===== src/rtl/prim_relay_pkg.sv =====
package prim_relay_pkg;

    // Output sequencer phases
    typedef enum logic [1:0] {
        SEQ_IDLE = 2'd0,
        SEQ_SEND = 2'd1,
        SEQ_GAP  = 2'd2
    } seq_state_e;

    function automatic int unsigned cnt_width(input int unsigned n);
        return (n > 1) ? $clog2(n) : 1;
    endfunction

endpackage


===== src/rtl/prim_relay_packer.sv =====
// Collects WORDS consecutive valid words into one primitive, first word on top.
module prim_relay_packer #(
    parameter int unsigned WORD_W = 16,
    parameter int unsigned WORDS  = 4
) (
    input  logic                      clk,
    input  logic                      rst,
    input  logic                      in_valid,
    input  logic [WORD_W-1:0]         in_word,
    output logic                      prim_push,
    output logic [WORD_W*WORDS-1:0]   prim_data
);
    import prim_relay_pkg::*;

    localparam int unsigned PRIM_W = WORD_W * WORDS;
    localparam int unsigned CNT_W  = cnt_width(WORDS);
    localparam logic [CNT_W-1:0] LAST_IDX = CNT_W'(WORDS - 1);

    typedef struct packed {
        logic [CNT_W-1:0]  cnt;
        logic [PRIM_W-1:0] acc;
        logic              push;
    } pack_t;

    pack_t r_d, r_q;

    always_comb begin
        r_d      = r_q;
        r_d.push = 1'b0;
        if (in_valid) begin
            r_d.acc = {r_q.acc[PRIM_W-WORD_W-1:0], in_word};
            if (r_q.cnt == LAST_IDX) begin
                r_d.push = 1'b1;
                r_d.cnt  = '0;
            end else begin
                r_d.cnt = r_q.cnt + 1'b1;
            end
        end else begin
            // a gap inside a primitive throws away the partial count
            r_d.cnt = '0;
        end
    end

    always_ff @(posedge clk) begin
        if (rst) r_q <= '0;
        else     r_q <= r_d;
    end

    assign prim_push = r_q.push;
    assign prim_data = r_q.acc;

endmodule


===== src/rtl/prim_relay_fifo.sv =====
// Whole-primitive queue with first-word fall-through head; push when full is dropped.
module prim_relay_fifo #(
    parameter int unsigned DATA_W = 64,
    parameter int unsigned DEPTH  = 4
) (
    input  logic              clk,
    input  logic              rst,
    input  logic              push,
    input  logic [DATA_W-1:0] push_data,
    input  logic              pop,
    output logic [DATA_W-1:0] head,
    output logic              not_empty,
    output logic              drop
);
    import prim_relay_pkg::*;

    localparam int unsigned PTR_W = cnt_width(DEPTH);
    localparam int unsigned CNT_W = $clog2(DEPTH + 1);
    localparam logic [PTR_W-1:0] PTR_LAST = PTR_W'(DEPTH - 1);
    localparam logic [CNT_W-1:0] CNT_FULL = CNT_W'(DEPTH);

    typedef struct packed {
        logic [PTR_W-1:0] wr;
        logic [PTR_W-1:0] rd;
        logic [CNT_W-1:0] cnt;
    } ptr_t;

    ptr_t p_d, p_q;
    logic [DATA_W-1:0] mem [DEPTH];
    logic accept, take;

    always_comb begin
        p_d    = p_q;
        accept = push && (p_q.cnt != CNT_FULL);
        take   = pop && (p_q.cnt != '0);
        drop   = push && !accept;
        if (accept) p_d.wr = (p_q.wr == PTR_LAST) ? '0 : p_q.wr + 1'b1;
        if (take)   p_d.rd = (p_q.rd == PTR_LAST) ? '0 : p_q.rd + 1'b1;
        if (accept && !take)      p_d.cnt = p_q.cnt + 1'b1;
        else if (take && !accept) p_d.cnt = p_q.cnt - 1'b1;
    end

    always_ff @(posedge clk) begin
        if (rst) p_q <= '0;
        else     p_q <= p_d;
    end

    always_ff @(posedge clk) begin
        if (accept) mem[p_q.wr] <= push_data;
    end

    assign head      = mem[p_q.rd];
    assign not_empty = (p_q.cnt != '0);

endmodule


===== src/rtl/prim_relay_holdreg.sv =====
// One-entry store for a locally produced primitive.
module prim_relay_holdreg #(
    parameter int unsigned PRIM_W = 64
) (
    input  logic              clk,
    input  logic              rst,
    input  logic              loc_valid,
    input  logic [PRIM_W-1:0] loc_prim,
    input  logic              take,
    output logic              avail,
    output logic [PRIM_W-1:0] prim,
    output logic              drop
);
    typedef struct packed {
        logic              vld;
        logic [PRIM_W-1:0] data;
    } hold_t;

    hold_t h_d, h_q;
    logic  room;

    always_comb begin
        h_d  = h_q;
        room = !h_q.vld || take;
        drop = loc_valid && !room;
        if (take) h_d.vld = 1'b0;
        if (loc_valid && room) begin
            h_d.vld  = 1'b1;
            h_d.data = loc_prim;
        end
    end

    always_ff @(posedge clk) begin
        if (rst) h_q <= '0;
        else     h_q <= h_d;
    end

    assign avail = h_q.vld;
    assign prim  = h_q.data;

endmodule


===== src/rtl/prim_relay_sequencer.sv =====
// Sends primitives word by word, picks the next source at boundaries only.
module prim_relay_sequencer #(
    parameter int unsigned WORD_W = 16,
    parameter int unsigned WORDS  = 4,
    parameter int unsigned GAP    = 0
) (
    input  logic                    clk,
    input  logic                    rst,
    input  logic                    fwd_avail,
    input  logic [WORD_W*WORDS-1:0] fwd_prim,
    input  logic                    loc_avail,
    input  logic [WORD_W*WORDS-1:0] loc_prim,
    output logic                    fwd_take,
    output logic                    loc_take,
    output logic                    out_valid,
    output logic [WORD_W-1:0]       out_word
);
    import prim_relay_pkg::*;

    localparam int unsigned PRIM_W = WORD_W * WORDS;
    localparam int unsigned IDX_W  = cnt_width(WORDS);
    localparam int unsigned G_W    = cnt_width(GAP);
    localparam logic [IDX_W-1:0] IDX_LAST = IDX_W'(WORDS - 1);
    localparam logic [G_W-1:0]   GAP_LAST = G_W'((GAP > 0) ? GAP - 1 : 0);

    typedef struct packed {
        seq_state_e        st;
        logic [IDX_W-1:0]  idx;
        logic [G_W-1:0]    gcnt;
        logic [PRIM_W-1:0] sh;
        logic              vld;
        logic [WORD_W-1:0] word;
    } seq_t;

    seq_t s_d, s_q;
    logic boundary;

    always_comb begin
        s_d      = s_q;
        fwd_take = 1'b0;
        loc_take = 1'b0;
        boundary = 1'b0;

        unique case (s_q.st)
            SEQ_SEND: begin
                s_d.sh  = {s_q.sh[PRIM_W-WORD_W-1:0], {WORD_W{1'b0}}};
                s_d.idx = s_q.idx + 1'b1;
                if (s_q.idx == IDX_LAST) begin
                    s_d.idx = '0;
                    if (GAP > 0) begin
                        s_d.st   = SEQ_GAP;
                        s_d.gcnt = '0;
                    end else begin
                        s_d.st   = SEQ_IDLE;
                        boundary = 1'b1;
                    end
                end
            end
            SEQ_GAP: begin
                s_d.gcnt = s_q.gcnt + 1'b1;
                if (s_q.gcnt == GAP_LAST) begin
                    s_d.st   = SEQ_IDLE;
                    boundary = 1'b1;
                end
            end
            default: boundary = 1'b1;
        endcase

        // forwarded traffic wins the boundary
        if (boundary && fwd_avail) begin
            fwd_take = 1'b1;
            s_d.st   = SEQ_SEND;
            s_d.idx  = '0;
            s_d.sh   = fwd_prim;
        end else if (boundary && loc_avail) begin
            loc_take = 1'b1;
            s_d.st   = SEQ_SEND;
            s_d.idx  = '0;
            s_d.sh   = loc_prim;
        end

        s_d.vld  = (s_d.st == SEQ_SEND);
        s_d.word = (s_d.st == SEQ_SEND) ? s_d.sh[PRIM_W-1 -: WORD_W] : '0;
    end

    always_ff @(posedge clk) begin
        if (rst) s_q <= '0;
        else     s_q <= s_d;
    end

    assign out_valid = s_q.vld;
    assign out_word  = s_q.word;

endmodule


===== src/rtl/prim_relay_node.sv =====
// One chain node: rebuild, queue, merge with local, forward.
module prim_relay_node #(
    parameter int unsigned WORD_W         = 16,
    parameter int unsigned WORDS_PER_PRIM = 4,
    parameter int unsigned FIFO_DEPTH     = 4,
    parameter int unsigned OUT_GAP        = 0
) (
    input  logic                             clk,
    input  logic                             rst,
    input  logic                             in_valid,
    input  logic [WORD_W-1:0]                in_data,
    input  logic                             loc_valid,
    input  logic [WORD_W*WORDS_PER_PRIM-1:0] loc_prim,
    output logic                             out_valid,
    output logic [WORD_W-1:0]                out_data,
    output logic                             fifo_ovf,
    output logic                             loc_ovf
);
    localparam int unsigned PRIM_W = WORD_W * WORDS_PER_PRIM;

    typedef struct packed {
        logic fifo_ovf;
        logic loc_ovf;
    } flag_t;

    flag_t f_d, f_q;

    logic              pk_push;
    logic [PRIM_W-1:0] pk_data;
    logic [PRIM_W-1:0] q_head;
    logic              q_avail, q_drop, q_pop;
    logic [PRIM_W-1:0] h_prim;
    logic              h_avail, h_drop, h_take;

    prim_relay_packer #(.WORD_W(WORD_W), .WORDS(WORDS_PER_PRIM)) u_pack (
        .clk       (clk),
        .rst       (rst),
        .in_valid  (in_valid),
        .in_word   (in_data),
        .prim_push (pk_push),
        .prim_data (pk_data)
    );

    prim_relay_fifo #(.DATA_W(PRIM_W), .DEPTH(FIFO_DEPTH)) u_fifo (
        .clk       (clk),
        .rst       (rst),
        .push      (pk_push),
        .push_data (pk_data),
        .pop       (q_pop),
        .head      (q_head),
        .not_empty (q_avail),
        .drop      (q_drop)
    );

    prim_relay_holdreg #(.PRIM_W(PRIM_W)) u_hold (
        .clk       (clk),
        .rst       (rst),
        .loc_valid (loc_valid),
        .loc_prim  (loc_prim),
        .take      (h_take),
        .avail     (h_avail),
        .prim      (h_prim),
        .drop      (h_drop)
    );

    prim_relay_sequencer #(.WORD_W(WORD_W), .WORDS(WORDS_PER_PRIM), .GAP(OUT_GAP)) u_seq (
        .clk       (clk),
        .rst       (rst),
        .fwd_avail (q_avail),
        .fwd_prim  (q_head),
        .loc_avail (h_avail),
        .loc_prim  (h_prim),
        .fwd_take  (q_pop),
        .loc_take  (h_take),
        .out_valid (out_valid),
        .out_word  (out_data)
    );

    always_comb begin
        f_d          = f_q;
        f_d.fifo_ovf = f_q.fifo_ovf | q_drop;
        f_d.loc_ovf  = f_q.loc_ovf  | h_drop;
    end

    always_ff @(posedge clk) begin
        if (rst) f_q <= '0;
        else     f_q <= f_d;
    end

    assign fifo_ovf = f_q.fifo_ovf;
    assign loc_ovf  = f_q.loc_ovf;

endmodule


===== config.mk =====
export PLATFORM = sky130hd
export DESIGN_NAME = prim_relay_node
export DESIGN_NICKNAME = d
export VERILOG_FILES = /design/src/rtl/prim_relay_pkg.sv /design/src/rtl/prim_relay_packer.sv /design/src/rtl/prim_relay_fifo.sv /design/src/rtl/prim_relay_holdreg.sv /design/src/rtl/prim_relay_sequencer.sv /design/src/rtl/prim_relay_node.sv
export SDC_FILE = /design/constraint.sdc
export NUM_CORES = 1
export LEC_CHECK = 0
export BUFFER_PORTS_ARGS = -buffer_cell sky130_fd_sc_hd__buf_2
export CAP_MARGIN = 10
export CORE_MARGIN = 2
export CORE_UTILIZATION = 35
export CTS_CLUSTER_DIAMETER = 60
export DETAILED_ROUTE_END_ITERATION = 10
export PLACE_DENSITY = 0.59
export SYNTH_ARGS = -nofsm -noshare
export SYNTH_HDL_FRONTEND = slang
export SYNTH_SLANG_ARGS = --single-unit

===== constraint.sdc =====
create_clock -name clk -period 6.5 [get_ports clk]
set_clock_uncertainty 0.2 [all_clocks]
set_input_delay 0.325 -clock clk [delete_from_list [all_inputs] [get_ports clk]]
set_output_delay 0.325 -clock clk [all_outputs]
set_load 0.03 [all_outputs]

==> results of run 1 <==
==> routing by layer <==
| metal | wire, um | track usage | up-vias | part of all wire |
|---|---|---|---|---|
| met2 | 21500 | 0.257 | 216 | 0.49 |
| met4 | 751 | 0.0379 | 0 | 0.017 |
| met3 | 1550 | 0.0245 | 56 | 0.035 |
| met5 | 0 | 0 | - | 0 |
| li1 | - | - | 5382 | - |
| met1 | 20500 | 0.212 | 5615 | 0.46 |
==> Yosys cell counts, types with 2 or more instances <==
library cell / n / area share
edfxtp_1: 256 / 0.40
dfxtp_1: 229 / 0.24
mux2i_1: 165 / 0.085
nand2b_1: 133 / 0.043
nor2_1: 79 / 0.015
mux4_2: 64 / 0.074
clkbuf_1: 56 / 0.011
a21oi_1: 37 / 0.0095
nand2_1: 37 / 0.0071
mux2_2: 32 / 0.019
nor3_1: 32 / 0.0082
o22ai_1: 32 / 0.010
buf_4: 30 / 0.012
buf_2: 22 / 0.0057
inv_1: 21 / 0.0041
and2_1: 20 / 0.0064
or3_1: 20 / 0.0064
nor2b_1: 17 / 0.0055
o32ai_1: 17 / 0.0077
o311ai_0: 16 / 0.0072
and3_1: 15 / 0.0048
o2bb2ai_1: 15 / 0.0068
ha_1: 10 / 0.0064
buf_1: 6 / 0.0012
a21boi_1: 2 / 0.00077
a31oi_1: 2 / 0.00064
inv_2: 2 / 0.00039
o21ai_0: 2 / 0.00051
xor2_1: 2 / 0.00090
==> worst max path at each step <==
stage | to | depth (start not counted)
finish | u_hold.prim[27] | 8
global route | u_hold.prim[41] | 7
CTS | u_hold.prim[27] | 8
detailed placement | u_hold.prim[27] | 8
global placement | u_hold.prim[15] | 8
floorplan | u_fifo.mem[0][0] | 3
==> registers in the layout (all words and copies together), names as in the netlist, named ones only <==
signal,flops
u_pack.prim_data,64
u_seq.out_valid,1
u_hold.avail,1
u_pack.prim_push,1
u_fifo.mem,256
u_seq.out_word,16
u_hold.prim,64
u_fifo.p_q,7
u_seq.s_q,69
loc_ovf,1
fifo_ovf,1
u_pack.r_q,2
==> power breakdown <==
part	total [mW]	leakage, nW	switching [mW]	internal (mW)
Combinational	1.93	3.43	1.10	0.826
Clock	2.89	0.795	1.18	1.71
Sequential	3.76	4.36	0.244	3.52
==> metrics by stage <==
step / instances / hold slack [ps] / utilization / setup slack [ps]
floorplan: 1388 / 207 / - / 3430
global placement: 2142 / 214 / 0.372 / 2660
detailed placement: 2142 / 221 / 0.372 / 2550
CTS: 2312 / 40.5 / 0.417 / 2540
global route: 2312 / 74.9 / 0.417 / 2290
finish: 2312 / 64.6 / 0.417 / 2590
==> area by class of cell <==
| type | instances | area (um2) |
|---|---|---|
| tap | 748 | 936 |
| inverter | 23 | 86.3 |
| sequential | 485 | 12300 |
| clock inverter | 23 | 343 |
| clock buffer | 66 | 1310 |
| multi-input combinational | 765 | 6520 |
| fill | 4986 | 32000 |
| timing repair buffer | 202 | 1470 |
==> cell families (layout without fill, tap and decap cells) <==
kind of cell | Yosys count | count (layout)
AOI/OAI and AO/OA | 130 | 130
muxes | 261 | 261
buffers and inverters | 138 | 314
adders and majority gates | 11 | 11
xor gates and xnor gates | 3 | 3
DFF | 485 | 485
and+or+nand+nor | 360 | 360
==> results by group, run 1 <==
Placement
  • Final estimated routing congestion in global placement: 0.787
  • PortBufs: 102
  • DP Area: 20,500 um2
  • Detailed Place HPWL: 27.6 mm

Cells and area
  • Commonest non-fill, non-tap cell in the layout: edfxtp_1
  • Share of cells above drive strength 1: 0.192
  • Number of diodes: 0
  • Most frequent cells in the layout: edfxtp_1 (256), dfxtp_1 (227), mux2i_1 (165), nand2b_1 (133), buf_2 (100)
  • Nets: 1,620
  • Final Instance Area: 22,900 um2
  • Layout area overhead: 18.0%

STA
  • Max_slew headroom: 0.306
  • Slew @ Worst Pin: 1040 ps
  • Unrepaired setup endpoints after global routing: no
  • Max-slew violation count: 0
  • Final min period: 3910 ps
  • Hold Vio Cnt, Final: 0
  • # setup viols final: 0
  • Setup_tns: 0 ps
  • Final period util: 0.602
  • FMAX: 256 MHz

Drt
  • WL final: 44.4 mm
  • # DRC: 0
  • Detailed Routing Iterations Pass 1: 5
  • WL/cell: 19.2 um
  • Initial DRC Count: 748
  • Vias: 11,300
  • Antenna Nets Post-Route: 0
  • Via density: 4.87

Synth
  • Simple-gate share of the synthesized area: 0.100
  • Syn Area/Cell: 14.0 um2
  • Post-Syn Instances: 1,388
  • Synth Register Bits: 485
  • Warnings from Yosys: 0
  • Number of synthesized flops with an enable pin: 256
  • Netlist Area Pre-Place: 19,400 um2
  • Synth Area in XOR/XNOR: 0.00135
  • Largest family of logic cells by synthesized area: multiplexers
  • Register area share after synthesis: 0.631
  • Adder-cell share of the synthesized area: 0.00747
  • Compound-Gate Fraction of Synth Area: 0.0477
  • Syn nets: 1,483
  • Ys async rst share: 0
  • Post-synthesis mux area share: 0.178
  • Ys flop type: edfxtp_1
  • Post-synth cell types: 46

Global routing
  • Grt ovf: 0
  • Largest net degree at the start of global routing: 120
  • Initial antenna violation count: 0
  • Number of global-route vias before repair: 11,500
  • GRT Resource Usage Total: 0.155
  • First-pass GRT wire length: 68.0 mm

Floorplan
  • Core area: 55,000 um2
  • Die area: 57,400 um2
  • Total I/O pin count: 103
  • Row count: 86
  • Initial Util: 0.354
  • Die X: 240 um
  • Die H: 240 um

CTS
  • Worst-Skew Late Latency: 600 ps
  • Post-CTS resize count: 0
  • CTS Buf Count: 48
  • Setup repair bufs after CTS: 0
  • Num Clock Sinks: 485
  • Cts hold-fix bufs: 81
  • Reg clk slew, reported paths: 60 ps
  • CTS Buffer Depth: 3
  • Cell at the root of the clock tree: clkbuf_16
  • H-tree Lvls: 2
  • CTS tree: built

Critical path
  • RR Endpoint: u_hold.prim[27]
  • Most common cell on crit path: buf_4
  • Critical Path Source Type: flop
  • CP arrival: 4230 ps
  • CP startpoint: u_seq.s_q[85]
  • Crit Path Class: reg2reg
  • Crit-path max FO: 70
  • CP delay by family, top: buffers and inverters
  • RR Startpoint: u_seq.s_q[85]
  • R2r setup slk: 2590 ps
  • CP max-delay cell: a21boi_4
  • Crit. End Element: flop
  • CP max stage delay: 820 ps
  • FF-to-FF path depth: 8
  • WP data required: 6820 ps
  • CP bufs+invs: 3
  • CP Cell Sequence: inv_1, ha_2, buf_4, and2_4, o31ai_1, a21boi_4, buf_4, mux2i_1

Pwr
  • Tot Pwr: 8.58 mW
  • PD cells: 374 nW/um2
  • Max VDD drop: 0.204 mV
  • Lkg Pwr: 8.58 nW

Worst hold path
  • WHS Endpoint: u_pack.prim_data[7]
  • Hold wc startpoint: rst
  • Hold path depth: 2
  • Worst hold path type: in2reg

Run
  • Max Cap Viol: 0

Status
  • Status: complete, no violations
Note: power is estimated with default switching activity, not from simulation.
==> run 2, diff against run 1 <==
Settings changed: PLACE_DENSITY 0.59 to 0.6.
Clock period 6.5 ns to 3.3 ns, I/O delays scaled along.
==> results by group, run 2 (synthesized netlist as in run 1, its figures left out) <==
Worst hold path
  • Hold wc startpoint: in_data[10]
  • Hold path depth: 4
  • WHS Endpoint: u_pack.prim_data[10]
  • Worst hold path type: in2reg

Global routing
  • First-pass GRT wire length: 69.2 mm
  • GRT Resource Usage Total: 0.159
  • Initial antenna violation count: 0
  • Number of global-route vias before repair: 11,400
  • Grt ovf: 0
  • Largest net degree at the start of global routing: 91

STA
  • Final period util: 0.848
  • Max-slew violation count: 0
  • # setup viols final: 0
  • Unrepaired setup endpoints after global routing: no
  • Max_slew headroom: 0.372
  • Setup_tns: 0 ps
  • Final min period: 2800 ps
  • Slew @ Worst Pin: 939 ps
  • FMAX: 357 MHz
  • Hold Vio Cnt, Final: 0

CTS
  • H-tree Lvls: 2
  • CTS Buffer Depth: 3
  • Setup repair bufs after CTS: 0
  • CTS Buf Count: 49
  • CTS tree: built
  • Worst-Skew Late Latency: 590 ps
  • Reg clk slew, reported paths: 60 ps
  • Cell at the root of the clock tree: clkbuf_16
  • Num Clock Sinks: 485

Critical path
  • Crit. End Element: flop
  • CP arrival: 3090 ps
  • CP max stage delay: 570 ps
  • RR Startpoint: u_seq.s_q[84]
  • CP max-delay cell: or3_1
  • CP delay by family, top: simple AND/OR/NAND/NOR gates
  • WP data required: 3590 ps
  • Critical Path Source Type: flop
  • FF-to-FF path depth: 7
  • RR Endpoint: u_seq.s_q[19]
  • CP Cell Sequence: inv_1, ha_1, nor2b_1, buf_4, or3_1, nand2b_1, o2bb2ai_1
  • R2r setup slk: 500 ps
  • Crit Path Class: reg2reg
  • CP bufs+invs: 2
  • Crit-path max FO: 20

Floorplan
  • Die H: 240 um
  • Initial Util: 0.354
  • Core area: 55,000 um2
  • Row count: 86
  • Total I/O pin count: 103
  • Die area: 57,400 um2
  • Die X: 240 um

Drt
  • Via density: 4.87
  • Top routing layer in use: met4
  • WL final: 45.7 mm
  • Met3 WL post-DR: 1.56 mm
  • Wl on met1: 20.9 mm
  • WL met2: 22.2 mm
  • Detailed Routing Iterations Pass 1: 5
  • Initial DRC Count: 798
  • # DRC: 0
  • WL/cell: 19.5 um
  • Vias: 11,400
  • Antenna Nets Post-Route: 0

Cells and area
  • Largest register by flop count: u_fifo.mem
  • Most frequent cells in the layout: edfxtp_1 (256), dfxtp_1 (227), mux2i_1 (165), nand2b_1 (133), buf_2 (100)
  • Final Instance Area: 23,400 um2
  • Nets: 1,657
  • Layout area overhead: 20.3%
  • Commonest non-fill, non-tap cell in the layout: edfxtp_1
  • Largest regs: u_fifo.mem x256, u_seq.s_q x69
  • Max reg flops: 256
  • Share of cells above drive strength 1: 0.206
  • Number of diodes: 0

Placement
  • Detailed Place HPWL: 29.4 mm
  • DP Area: 20,700 um2
  • Final estimated routing congestion in global placement: 0.797
  • PortBufs: 102

Pwr
  • PD cells: 724 nW/um2
  • Lkg Pwr: 8.79 nW
  • Max VDD drop: 0.425 mV

Status
  • Status: complete, no violations

Run
  • Max Cap Viol: 0
## run 2: cell types whose count changed in the layout (fill, tap and decap cells not counted), sizes merged
cell         previous run  this run
buf                   121       140
bufinv                  7         4
clkbuf                 66        67
clkinv                 12        17
clkinvlp                2         3
dlygate4sd3            81        98
inv                    25        24
## run 2: per-stage QoR
step	util	power (mW)	hold slack, ps	setup slack (ps)	cells
6_report	0.425	16.9	177	503	2351
5_1_grt	0.425	17.7	192	262	2351
4_1_cts	0.425	17.1	146	527	2351
3_5_place_dp	0.377	11.3	207	550	2161
3_3_place_gp	0.377	11.3	198	603	2161
2_1_floorplan	-	10.3	82.4	229	1388
## run 2: worst max-delay path by stage
| stage | from | to | slack [ps] | cells past startpoint |
|---|---|---|---|---|
| after global routing | u_seq.s_q[84] | u_seq.s_q[29] | 260 | 7 |
| after CTS | u_seq.s_q[84] | u_seq.s_q[28] | 530 | 7 |
| after detailed placement | u_seq.s_q[84] | u_seq.s_q[18] | 550 | 7 |
| after global placement | u_seq.s_q[84] | u_seq.s_q[21] | 600 | 7 |
| final | u_seq.s_q[84] | u_seq.s_q[19] | 500 | 7 |
| after floorplan | u_fifo.p_q[0] | u_fifo.mem[1][0] | 230 | 3 |
## run 2: layer usage
| layer | track usage | vias up |
|---|---|---|
| met5 | 0 | - |
| met4 | 0.0468 | 0 |
| met3 | 0.0243 | 64 |
| met2 | 0.264 | 201 |
| met1 | 0.215 | 5733 |
| li1 | - | 5444 |
## run 2: cell type report
cell class / instances / area, um2
inverter: 23 / 86.3
fill: 5017 / 31600
timing repair buffer: 238 / 1910
clock buffer: 67 / 1400
sequential: 485 / 12300
tap: 748 / 936
clock inverter: 25 / 256
multi-input combinational: 765 / 6520
## run 2: what timing repair did
item / in CTS / in global routing
hold endpoints to repair: 127 / 0
resized for setup: 0 / 0
hold buffers: 98 / 0
## run 2: worst min-delay path, cell delays in order
cell and delay, ps:
dlygate4sd3_1 530, buf_2 110, mux2i_1 50, nor2_1 70
## run 2: where the power goes
group / internal [mW] / total, mW / switching, mW
clock network: 3.29 / 5.61 / 2.32
registers: 6.93 / 7.38 / 0.452
logic: 1.70 / 3.94 / 2.24
total: 11.9 / 16.9 / 5.01
==> run 3, diff against run 2 <==
Settings changed: ABC_AREA from default to 1, PLACE_DENSITY 0.6 to 0.58.
Clock period 3.3 ns to 2.85 ns, I/O delays scaled along.
==> results by group, run 3 <==
Synth
  • Warnings from Yosys: 0
  • Post-Syn Instances: 2,270
  • Yosys top cell area share: 0.382
  • Post-synth top cells: nand2_1 (551), nor2_1 (336), edfxtp_1 (256), dfxtp_1 (229), nand3_1 (206)
  • Syn Area/Cell: 8.88 um2
  • Ys flop type: edfxtp_1
  • Ys async rst share: 0
  • Synth Register Bits: 485
  • Netlist Area Pre-Place: 20,100 um2
  • Syn nets: 2,365
  • Post-synth cell types: 30
  • Number of synthesized flops with an enable pin: 256
  • Largest cells by area after synthesis: edfxtp_1 (38%), dfxtp_1 (23%), nand2_1 (10%), nor2_1 (6.3%), nand3_1 (5.1%)
  • Synth area leader: edfxtp_1
  • Register area share after synthesis: 0.609
  • Most common cell in the netlist: nand2_1

Drt
  • Via density: 4.73
  • Met3 WL post-DR: 2.68 mm
  • Top routing layer in use: met4
  • Detailed Routing Iterations Pass 1: 5
  • Vias: 15,300
  • Antenna Nets Post-Route: 0
  • Initial DRC Count: 1,044
  • WL met2: 24.7 mm
  • WL final: 51.3 mm
  • Wl on met1: 22.5 mm
  • # DRC: 0
  • WL/cell: 15.9 um

Cells and area
  • Max reg flops: 256
  • FILL cells: 5,393
  • Largest register by flop count: u_fifo.mem
  • Commonest non-fill, non-tap cell in the layout: nand2_1
  • Share of cells above drive strength 1: 0.106
  • Util after Layout: 0.429
  • Most frequent cells in the layout: nand2_1 (551), nor2_1 (332), edfxtp_1 (256), dfxtp_1 (228), nand3_1 (206)
  • Largest regs: u_fifo.mem x256, u_seq.s_q x69
  • Layout area overhead: 20.6%
  • Nets: 2,522

Pwr
  • Lkg Pwr: 10.3 nW
  • Max VDD drop: 0.618 mV
  • PD cells: 892 nW/um2

STA
  • Final min period: 2670 ps
  • Slew @ Worst Pin: 736 ps
  • # setup viols final: 0
  • Final period util: 0.938
  • Max-slew violation count: 0
  • Final worst slack: 176 ps
  • Unrepaired setup endpoints after global routing: no
  • Hold Vio Cnt, Final: 0
  • Max_slew headroom: 0.509
  • FMAX: 374 MHz
  • Setup_tns: 0 ps

CTS
  • Cell at the root of the clock tree: clkbuf_16
  • CTS tree: built
  • Worst-Skew Late Latency: 570 ps
  • H-tree Lvls: 2
  • Reg clk slew, reported paths: 60 ps
  • Setup repair bufs after CTS: 0
  • CTS Buffer Depth: 3
  • CTS Buf Count: 49
  • Num Clock Sinks: 485

Global routing
  • Grt ovf: 0
  • Number of global-route vias before repair: 14,900
  • Initial antenna violation count: 1
  • Largest net degree at the start of global routing: 129
  • GRT Resource Usage Total: 0.170
  • First-pass GRT wire length: 81.3 mm

Placement
  • Final estimated routing congestion in global placement: 0.806
  • PortBufs: 102
  • Pre-CTS setup slack: 298 ps
  • Detailed Place HPWL: 29.7 mm

Critical path
  • WP data required: 3110 ps
  • Crit-path max FO: 56
  • CP arrival: 2930 ps
  • Crit Path Class: reg2reg
  • Critical Path Source Type: flop
  • Crit. End Element: flop

Floorplan
  • Die area: 59,500 um2
  • Die H: 244 um
  • Die X: 244 um
  • Total I/O pin count: 103
  • Initial Util: 0.356
  • Row count: 87
  • Core area: 56,600 um2

Run
  • Max Cap Viol: 0

Worst hold path
  • Worst hold path type: reg2reg

Status
  • Status: complete, no violations
==> run 3: power breakdown <==
| group | switching, mW | internal, mW |
|---|---|---|
| registers | 0.468 | 8.09 |
| logic | 4.20 | 2.03 |
| clock network | 2.70 | 4.19 |
==> run 3: logic make-up (layout without fill, tap and decap cells) <==
| kind of cell | count (synthesis) | in the layout | synth area share |
|---|---|---|---|
| DFF | 485 | 485 | 0.609 |
| adders and majority gates | 11 | 11 | 0.00720 |
| and+or+nand+nor | 1132 | 1132 | 0.231 |
| buffers and inverters | 348 | 544 | 0.0764 |
| xor gates and xnor gates | 1 | 1 | 0.000435 |
| other | 0 | 1 | 0 |
| AOI/OAI and AO/OA | 293 | 293 | 0.0758 |
==> run 3: final timing paths <==
kind,start,endpoint,slack [ps],cells after the start
min reg2reg,u_pack.r_q[65],u_pack.r_q[65],230,1
max,u_seq.s_q[84],u_hold.prim[63],180,11
min,u_pack.r_q[65],u_pack.r_q[65],230,1
max reg2reg,u_seq.s_q[84],u_hold.prim[63],180,11
==> run 3: metal layers <==
metal  vias to the layer above  global-route usage
met5                         -                   0
met4                         0              0.0543
met3                        80              0.0194
met2                       374               0.293
met1                      7146               0.224
li1                       7653                   -
==> run 3: layout make-up <==
cell class | count | area (um2) | area share
clock inverters | 24 | 342 | 0.0141
diodes | 1 | 2.50 | 0.000103
clock buffers | 66 | 1400 | 0.0578
repair buffers | 268 | 2270 | 0.0933
multi-input cells | 1437 | 6370 | 0.262
flip-flops and latches | 485 | 12300 | 0.505
inverters | 186 | 702 | 0.0289
well taps | 756 | 946 | 0.0389
==> run 3: critical path: stages, from the launching register on <==
cell and delay, ps:
dfxtp_1 370, inv_1 60, ha_1 280, inv_2 50, nand2_1 100, nor2_4 60
o21bai_4 230, clkbuf_16 300, nand3_1 90, dlygate4sd3_1 590, nand2_1 130, nor2_1 50
==> run 3: through the flow <==
| step | cells | power, mW | hold WS [ps] | cell area, um2 |
|---|---|---|---|---|
| after CTS | 3221 | 21.8 | 199 | 24300 |
| final | 3223 | 21.7 | 229 | 24300 |
| after floorplan | 2270 | 13.2 | 11.6 | 20200 |
| after global placement | 3001 | 14.6 | 166 | 21200 |
| after detailed placement | 3001 | 14.7 | 173 | 21200 |
| after global routing | 3223 | 22.9 | 248 | 24300 |
==> run 3: repair_timing <==
item,4_1_cts,5_1_grt
endpoints found under the setup margin,0,10
hold buffers,130,0
resized for setup,0,3
hold endpoints to repair,149,0
